[src/rtl/parity_pkg.sv]
package parity_pkg;

  typedef enum logic {
    SENSE_EVEN = 1'b0,
    SENSE_ODD  = 1'b1
  } sense_e;

  // Number of nodes remaining after k pairing stages of a w-bit tree
  function automatic int stage_width(input int w, input int k);
    return (w + (1 << k) - 1) >> k;
  endfunction

  // Stages needed to reduce w bits to one
  function automatic int tree_levels(input int w);
    int n;
    int lv;
    n  = w;
    lv = 0;
    while (n > 1) begin
      n  = (n + 1) / 2;
      lv = lv + 1;
    end
    return lv;
  endfunction

endpackage

[src/rtl/parity_xor_tree.sv]
module parity_xor_tree #(
  parameter int W = 8
) (
  input  logic [W-1:0] bits,
  output logic         red
);
  localparam int LV = parity_pkg::tree_levels(W);

  generate
    if (LV == 0) begin : g_single
      assign red = bits[0];
    end else begin : g_tree
      for (genvar k = 0; k < LV; k++) begin : g_lvl
        localparam int CUR = parity_pkg::stage_width(W, k);
        localparam int NXT = parity_pkg::stage_width(W, k + 1);
        logic [CUR-1:0] src;
        logic [NXT-1:0] nodes;
        if (k == 0) begin : g_from_in
          assign src = bits;
        end else begin : g_from_prev
          assign src = g_lvl[k-1].nodes;
        end
        for (genvar i = 0; i < NXT; i++) begin : g_node
          if (2 * i + 1 < CUR) begin : g_pair
            assign nodes[i] = src[2*i] ^ src[2*i+1];
          end else begin : g_pass
            assign nodes[i] = src[2*i];
          end
        end
      end
      assign red = g_lvl[LV-1].nodes[0];
    end
  endgenerate
endmodule

[src/rtl/parity_gen.sv]
module parity_gen #(
  parameter int W = 8
) (
  input  logic [W-1:0] data,
  input  logic         odd_sel,
  output logic         par
);
  logic tree_out;

  parity_xor_tree #(.W(W)) u_tree (
    .bits (data),
    .red  (tree_out)
  );

  // Programmable inverter: even bit passes, odd sense complements it
  assign par = tree_out ^ (odd_sel == parity_pkg::SENSE_ODD);
endmodule

[src/rtl/parity_chk.sv]
module parity_chk #(
  parameter int W = 8
) (
  input  logic [W-1:0] data,
  input  logic         par_in,
  input  logic         odd_sel,
  output logic         err
);
  logic local_par;

  parity_gen #(.W(W)) u_regen (
    .data    (data),
    .odd_sel (odd_sel),
    .par     (local_par)
  );

  // Comparison stays an XOR in both senses: 1 always means mismatch
  assign err = local_par ^ par_in;
endmodule

[src/rtl/sense_parity_unit.sv]
module sense_parity_unit #(
  parameter int W = 8
) (
  input  logic         clk,
  input  logic         rst,
  input  logic         odd_sel,
  input  logic [W-1:0] tx_data,
  output logic         tx_par,
  input  logic [W-1:0] rx_data,
  input  logic         rx_par,
  output logic         rx_err
);
  logic gen_par;
  logic chk_err;

  parity_gen #(.W(W)) u_gen (
    .data    (tx_data),
    .odd_sel (odd_sel),
    .par     (gen_par)
  );

  parity_chk #(.W(W)) u_chk_path (
    .data    (rx_data),
    .par_in  (rx_par),
    .odd_sel (odd_sel),
    .err     (chk_err)
  );

  always_ff @(posedge clk) begin
    if (rst) begin
      tx_par <= 1'b0;
      rx_err <= 1'b0;
    end else begin
      tx_par <= gen_par;
      rx_err <= chk_err;
    end
  end
endmodule

[config.mk]
export PLATFORM = sky130hd
export DESIGN_NAME = sense_parity_unit
export DESIGN_NICKNAME = d
export VERILOG_FILES = /design/src/rtl/parity_pkg.sv /design/src/rtl/parity_xor_tree.sv /design/src/rtl/parity_gen.sv /design/src/rtl/parity_chk.sv /design/src/rtl/sense_parity_unit.sv
export SDC_FILE = /design/constraint.sdc
export NUM_CORES = 1
export LEC_CHECK = 0
export ABC_AREA = 1
export BUFFER_PORTS_ARGS = -buffer_cell sky130_fd_sc_hd__buf_2
export CORE_AREA = 2 2 39 41
export DETAILED_ROUTE_END_ITERATION = 12
export DIE_AREA = 0 0 41 43
export HOLD_SLACK_MARGIN = 0.12
export SLEW_MARGIN = 10
export SYNTH_ARGS = -nofsm -noshare
export SYNTH_HDL_FRONTEND = slang
export SYNTH_SLANG_ARGS = --single-unit
export TNS_END_PERCENT = 5
[constraint.sdc]
create_clock -name clk -period 1 [get_ports clk]
set_clock_uncertainty 0.05 [all_clocks]
set_input_delay 0.2 -clock clk [delete_from_list [all_inputs] [get_ports clk]]
set_output_delay 0.2 -clock clk [all_outputs]
set_load 0.005 [all_outputs]
==> impl_metrics.yaml, run 1 <==
route:
  wl_per_cell_um: 5.689
  drtAntennaViolNets: 0
  drt_iter0_markers: 11
  dr.pass1.iters: 4
  routed_wl_um: 603
  via_per_inst: 4.000
  drc: 0
  vias: 424
yosys:
  synth_mux_area_share_pct: 0
  syn_avg_cell_area_um2: 5.062
  synthAdderAreaFrac_pct: 0
  yosysUniqueCellTypes: 12
  ys_ff_latch: 2
  synthCells: 66
  syn_area_um2: 334.1
  synth_seq_area_share_pct: 11.99
  yosys_warnings: 0
  synth_compound_area_share_pct: 2.996
  synth_xor_area_share_pct: 15.36
  synth_top_family_by_area: "simple AND/OR/NAND/NOR gates"
  synth_nets: 86
  synthSimpleGateAreaFrac_pct: 55.06
worst_setup_path:
  critical-path-max-stage-delay_ns: 0.23
  setup.worst_path.class: "in2reg"
  cp_data_arrival_time_ns: 0.96
  required_ns: 1.06
  worstPathCellList: "buf_2 > or2_1 > nand3_1 > nand3_1 > a21oi_1 > nor2_1"
  cp_slowest_cell: "or2_1"
  critPathLaunchType: "input port"
  cp_max_fo: 2
  critPathCaptureType: "register"
  worst_path_most_repeated_cell: "nand3_1"
global_route:
  grt_pass1_wl_um: 752
  overflow: 0
  grt_max_degree: 4
  antenna_found_initial: 0
  track_usage_pct: 6.520
  grt_pass1_vias: 248
final_layout:
  diodes: 0
  final_layout_size_suffix_gt1_share_pct: 30.00
  mostFrequentLayoutCell: "nand2_1"
  register_area_um2: 40.04
  stdcell_area_um2: 481.7
  multi_input_area_um2: 245.2
  n_fill_cell: 155
  nNetsFinal: 112
  areaGrowthSynthToFinish_pct: 44.19
  layout_common_cells: "30 x nand2_1, 21 x buf_2, 13 x inv_1"
die:
  start_util_pct: 24.14
  die_width_um: 41
  die_area_um2: 1763
  row_count: 14
  core_um2: 1384
  die_height_um: 43
  ioPinCount: 22
cts:
  clkSinkCount: 2
  cts_max_path_buffers: 2
  cts_buffers: 3
  cts-resized-gates: 0
  post-cts-setup-buffers: 0
  root_buffer: "clkbuf_4"
  htree_levels: 1
  cts_tree: "yes"
  clkSlewWorstSetupHoldPaths_ns: 0.03
  hold_buffers: 0
timing:
  finalSetupTns_ns: 0
  slew_viol_final: 0
  fin_crit_sh_pct: 89.41
  whs_ns: 0.1762
  tightestPinTransition_ns: 0.1844
  postLayoutSetupSlackWorst_ns: 0.1059
  rsz0062_at_grt: "false"
  period_minus_slack_ns: 0.8941
  slew_headroom_pct: 87.62
  fmax_ghz: 1.118
  setup_viol: 0
  hold_viol_final: 0
place:
  pre_cts_ws_ns: -0.1181
  portBuffers: 21
  place_congestion: 0.6089
  hpwlAfterDp_um: 548.6
  placed_area_um2: 459.2
status:
  status: "complete, no violations"
power_and_ir_drop:
  power.leakage_uw: 0.0003231
  max-vdd-ir-drop_v: 0.0002733
  power_density_nw_per_um2: 951.4
hold_path:
  holdPathStages: 4
  worstHoldPathType: "in2reg"
run:
  drv_cap: 0
[where the power goes]
| part | leakage, uW | switching, uW | internal [uW] |
|---|---|---|---|
| clock | 0.0000138 | 44.1 | 132 |
| sequential | 0.0000167 | 2.53 | 91.9 |
| combinational | 0.000293 | 96.4 | 91.0 |
| total | 0.000323 | 143 | 315 |
[logic make-up after synthesis]
family | after synthesis
simple gates | 44
compound gates | 2
xor+xnor | 5
buf+inv | 13
flops | 2
[layer usage]
metal / vias up / share of wire, % / global-route usage (%)
li1: 244 / - / -
met1: 166 / 43 / 5.449
met2: 14 / 47 / 10.31
met3: 0 / 9.0 / 3.141
met4: 0 / 0 / 6.000
met5: - / 0 / 0
[flip-flops by register name, summed over array words and instances (netlist names)]
name    count
tx_par      1
rx_err      1
[path summary, 6_finish.rpt]
| kind | end | slack (ns) | from |
|---|---|---|---|
| setup / recovery | tx_par$_SDFF_PP0_ | 0.11 | tx_data[1] |
| hold / removal | tx_par$_SDFF_PP0_ | 0.18 | rst |
[critical path, delay by kind of cell]
family | cells | cell delay (ns)
compound gates | 1 | 0.16
buf+inv | 1 | 0.10
simple gates | 4 | 0.49
[cell usage after synthesis]
cell / instances / area share, %
nand3_1: 6 / 9.0
xnor2_2: 1 / 4.9
nand2_2: 1 / 1.9
a21oi_1: 2 / 3.0
xor2_1: 1 / 2.6
or2_1: 1 / 1.9
dfxtp_1: 2 / 12
nor2_1: 5 / 5.6
nand3_2: 1 / 3.0
xnor2_1: 3 / 7.9
inv_1: 13 / 15
nand2_1: 30 / 34
[metrics by stage]
stage	power (uW)	cells	util, %
2_1_floorplan	214.3	66	-
3_3_place_gp	280.7	103	33.18
3_5_place_dp	285.9	103	33.18
4_1_cts	473.0	106	34.81
5_1_grt	510.2	106	34.81
6_report	458.3	106	34.81
[layout make-up]
cell class	count	share of cell area [%]
timing repair buffer	21	21.82
sequential	2	8.312
tap	16	4.156
inverter	13	10.13
multi-input combinational	51	50.91
clock buffer	3	4.675
Note: power is estimated with default switching activity, not from simulation.
==> run 2: changes to the inputs <==
--- a/config.mk
+++ b/config.mk
@@ -11,6 +11,7 @@
 export DETAILED_ROUTE_END_ITERATION = 12
 export DIE_AREA = 0 0 41 43
 export HOLD_SLACK_MARGIN = 0.12
+export PLACE_DENSITY = 0.66
 export SLEW_MARGIN = 10
 export SYNTH_ARGS = -nofsm -noshare
 export SYNTH_HDL_FRONTEND = slang
==> run 2 against run 1 <==
First-iteration DRC count fell by 55%. Combinational power hardly changed. Via count rose by 2.6%. Highest routed layer unchanged.
==> impl_metrics.yaml, run 2 (same netlist as run 1, synthesis figures left out) <==
status:
  status: "complete, no violations"
route:
  via_per_inst: 4.104
  routed_wl_um: 677
  dr.pass1.iters: 4
  drt_iter0_markers: 5
  vias: 435
  drc: 0
  drtAntennaViolNets: 0
  wl_per_cell_um: 6.387
die:
  die_height_um: 43
  core_um2: 1384
  die_area_um2: 1763
  ioPinCount: 22
  start_util_pct: 24.14
  die_width_um: 41
  row_count: 14
timing:
  fmax_ghz: 1.104
  tightestPinTransition_ns: 0.1793
  period_minus_slack_ns: 0.9059
  setup_viol: 0
  hold_viol_final: 0
  rsz0062_at_grt: "false"
  fin_crit_sh_pct: 90.59
  slew_viol_final: 0
  slew_headroom_pct: 87.96
final_layout:
  reg.largest.list: "rx_err: 1 flops, tx_par: 1 flops"
  fin_cells: 106
  nNetsFinal: 112
  final_layout_size_suffix_gt1_share_pct: 30.00
  areaGrowthSynthToFinish_pct: 44.19
  stdcell_area_um2: 481.7
  diodes: 0
  layout_common_cells: "30 x nand2_1, 21 x buf_2, 13 x inv_1"
  n_fill_cell: 163
  mostFrequentLayoutCell: "nand2_1"
worst_setup_path:
  critPathCaptureType: "register"
  critPathLaunchType: "input port"
  cp_data_arrival_time_ns: 0.97
  required_ns: 1.06
  cp_max_fo: 2
  setup.worst_path.class: "in2reg"
place:
  dp.cells: 103
  place_congestion: 0.6351
  hpwlAfterDp_um: 582
  placed_area_um2: 459.2
  portBuffers: 21
hold_path:
  worstHoldPathType: "in2reg"
global_route:
  antenna_found_initial: 0
  track_usage_pct: 9.529
  grt_max_degree: 4
  grt_pass1_vias: 355
  overflow: 0
  grt_pass1_wl_um: 1117
cts:
  post-cts-setup-buffers: 0
  cts-resized-gates: 0
  htree_levels: 1
  cts_tree: "yes"
  cts_max_path_buffers: 2
  clkSinkCount: 2
  hold_buffers: 0
  cts_buffers: 3
  root_buffer: "clkbuf_4"
  clkSlewWorstSetupHoldPaths_ns: 0.03
run:
  drv_cap: 0
power_and_ir_drop:
  max-vdd-ir-drop_v: 0.0003660
  power_density_nw_per_um2: 963.8
  power.leakage_uw: 0.0003231
[run 2: worst max-delay path, stage by stage]
cell and delay (ns):
buf_2 0.10, or2_1 0.23, nand3_1 0.09, nand3_1 0.12
a21oi_1 0.17, nor2_1 0.06
[run 2: final timing paths]
| kind | start | endpoint | slack (ns) | cells past startpoint |
|---|---|---|---|---|
| worst max-delay path | tx_data[1] | tx_par$_SDFF_PP0_ | 0.09 | 6 |
| worst min-delay path | rst | rx_err$_SDFF_PP0_ | 0.18 | 4 |
[run 2: where the power goes]
| part | total, uW | internal (uW) | switching, uW |
|---|---|---|---|
| Clock | 180 | 133 | 47.9 |
| Sequential | 93.7 | 91.8 | 1.86 |
| Combinational | 190 | 91.1 | 99.1 |
[run 2: routing by layer]
layer	share of wire (%)	vias up	global-route usage [%]
met5	0	-	0
met4	0	0	8.000
met3	6.4	0	1.571
met2	53	13	16.88
met1	40	178	8.333
li1	-	244	-
[run 2: area by class of cell]
| cell class | count | area, um2 | area share [%] |
|---|---|---|---|
| Timing Repair Buffer | 21 | 105.1 | 21.82 |
| Clock buffer | 3 | 22.52 | 4.675 |
| Tap cell | 16 | 20.02 | 4.156 |
| Sequential cell | 2 | 40.04 | 8.312 |
| Multi-Input combinational cell | 51 | 245.2 | 50.91 |
| Inverter | 13 | 48.80 | 10.13 |
[run 2: stage by stage]
stage / util [%] / power [uW] / hold WS (ns) / setup slack, ns / TNS [ns]
after detailed placement: 33.18 / 287.1 / 0.4068 / -0.1230 / -0.1463
final: 34.81 / 464.3 / 0.1768 / 0.09409 / 0
after global placement: 33.18 / 280.5 / 0.4067 / -0.1056 / -0.1226
after floorplan: - / 214.3 / 0.3054 / 0.02936 / 0
after global routing: 34.81 / 519.1 / 0.1954 / 0.04632 / 0
after CTS: 34.81 / 478.6 / 0.1658 / 0.1076 / 0
==> run 3: changes to the inputs <==
--- a/config.mk
+++ b/config.mk
@@ -7,9 +7,9 @@
 export LEC_CHECK = 0
 export ABC_AREA = 1
 export BUFFER_PORTS_ARGS = -buffer_cell sky130_fd_sc_hd__buf_2
-export CORE_AREA = 2 2 39 41
+export CORE_MARGIN = 5
+export CORE_UTILIZATION = 25
 export DETAILED_ROUTE_END_ITERATION = 12
-export DIE_AREA = 0 0 41 43
 export HOLD_SLACK_MARGIN = 0.12
 export PLACE_DENSITY = 0.66
 export SLEW_MARGIN = 10
==> run 3 against run 2 <==
Highest routed layer unchanged. Total power up 0.38%. First-iteration DRC count rose to 2.8 times the previous value. Non-clock buffer count unchanged. Die area up 23%. Setup slack better by 0.015 ns. Via count down 0.92%. Final cell count down 0.94%. Core utilization up 2.9 points. Combinational power up 2%.
==> impl_metrics.yaml, run 3 (same netlist as run 1, synthesis figures left out) <==
status:
  status: "complete, no violations"
timing:
  rsz0062_at_grt: "false"
  period_minus_slack_ns: 0.8906
  postLayoutSetupSlackWorst_ns: 0.1094
  slew_headroom_pct: 86.70
  tightestPinTransition_ns: 0.1981
  setup_viol: 0
  finalSetupTns_ns: 0
  hold_viol_final: 0
  fmax_ghz: 1.123
  slew_viol_final: 0
  fin_crit_sh_pct: 89.06
power_and_ir_drop:
  max-vdd-ir-drop_v: 0.0002543
  seqPwrFrac_pct: 20.1
  power_switching_share_pct: 32.02
  p_switching_uw: 149.2
  clockPowerShare_pct: 38.3
  power.leakage_uw: 0.0003232
  combPwrFrac_pct: 41.6
  power_density_nw_per_um2: 962.5
  p_int_uw: 316.8
die:
  die_area_um2: 2167
  start_util_pct: 26.00
  die_height_um: 46.56
  core_um2: 1285
  die_width_um: 46.56
  ioPinCount: 22
  row_count: 13
worst_setup_path:
  worstPathCellList: "buf_2 > or2_1 > nand3_1 > nand3_1 > a21oi_2 > nor2_1"
  cp_max_fo: 2
  required_ns: 1.07
  critical-path-max-stage-delay_ns: 0.23
  cp_slowest_cell: "or2_1"
  setup.worst_path.class: "in2reg"
  critPathLaunchType: "input port"
  worst_path_most_repeated_cell: "nand3_1"
  critPathCaptureType: "register"
  cp_data_arrival_time_ns: 0.96
route:
  drc: 0
  via_per_inst: 4.105
  wl_per_cell_um: 6.838
  routed_wl_um: 718
  drtAntennaViolNets: 0
  dr.pass1.iters: 3
  vias: 431
  drt_iter0_markers: 14
final_layout:
  stdcell_area_um2: 484.2
  fin_cells: 105
  mostFrequentLayoutCell: "nand2_1"
  diodes: 0
  n_fill_cell: 142
  layout_common_cells: "30 x nand2_1, 21 x buf_2, 13 x inv_1"
  nNetsFinal: 112
  final_layout_size_suffix_gt1_share_pct: 31.11
  areaGrowthSynthToFinish_pct: 44.94
  post-route-util_pct: 37.68
  reg.largest.list: "rx_err: 1 flops, tx_par: 1 flops"
cts:
  clkSlewWorstSetupHoldPaths_ns: 0.03
  cts_max_path_buffers: 2
  cts_tree: "yes"
  cts_buffers: 3
  hold_buffers: 0
  clkSinkCount: 2
  htree_levels: 1
  root_buffer: "clkbuf_4"
place:
  hpwlAfterDp_um: 623.5
  dp.cells: 102
  portBuffers: 21
  place_congestion: 0.5805
  placed_area_um2: 457.9
  pre_cts_ws_ns: -0.1295
global_route:
  grt_pass1_wl_um: 1352
  antenna_found_initial: 0
  overflow: 0
  grt_max_degree: 4
  track_usage_pct: 8.596
  grt_pass1_vias: 395
hold_path:
  worstHoldPathType: "in2reg"
run:
  drv_cap: 0
==> run 3: path summary, 6_finish.rpt <==
path                   start                end  cells after the start
hold / removal           rst  rx_err$_SDFF_PP0_                      4
setup / recovery  tx_data[1]  tx_par$_SDFF_PP0_                      6
==> run 3: routing by layer <==
metal | vias up | global-route usage [%] | wire, um | share of wire [%]
met5 | - | 0 | 0 | 0
met4 | 0 | 5.114 | 0 | 0
met3 | 0 | 3.125 | 72 | 10
met2 | 12 | 14.29 | 365 | 51
met1 | 174 | 9.153 | 280 | 39
li1 | 245 | - | - | -
==> run 3: per-stage QoR <==
| stage | power (uW) | hold slack, ns |
|---|---|---|
| floorplan | 214.3 | 0.3054 |
| global placement | 280.4 | 0.4066 |
| detailed placement | 286.0 | 0.4058 |
| CTS | 479.6 | 0.1653 |
| global route | 520.3 | 0.1845 |
| finish | 466.0 | 0.1741 |
==> run 3: area by class of cell <==
class / instances / area [um2] / share of cell area, %
multi-input combinational: 51 / 249.0 / 51.42
timing repair buffer: 21 / 105.1 / 21.71
sequential: 2 / 40.04 / 8.269
tap: 15 / 18.77 / 3.876
clock buffer: 3 / 22.52 / 4.651
inverter: 13 / 48.80 / 10.08
==> run 3: worst max-delay path, delay by kind of cell <==
family | cells | cell delay (ns)
AO/OA/AOI/OAI | 1 | 0.16
buffers and inverters | 1 | 0.10
AND/OR/NAND/NOR | 4 | 0.50
==> run 3: power by group through the flow <==
stage | registers, uW | logic [uW] | clock network [uW]
2_1_floorplan | 97.5 | 117 | 0
3_3_place_gp | 95.4 | 185 | 0
3_5_place_dp | 94.5 | 191 | 0
4_1_cts | 93.4 | 193 | 193
5_1_grt | 94.6 | 232 | 193
6_report | 93.5 | 194 | 179
==> run 3: timing repair <==
item | in CTS | in global routing
buffers inserted | 0 | 0
endpoints found under the setup margin | 0 | 1
gates resized for setup | 0 | 1
hold endpoints to repair | 0 | 0
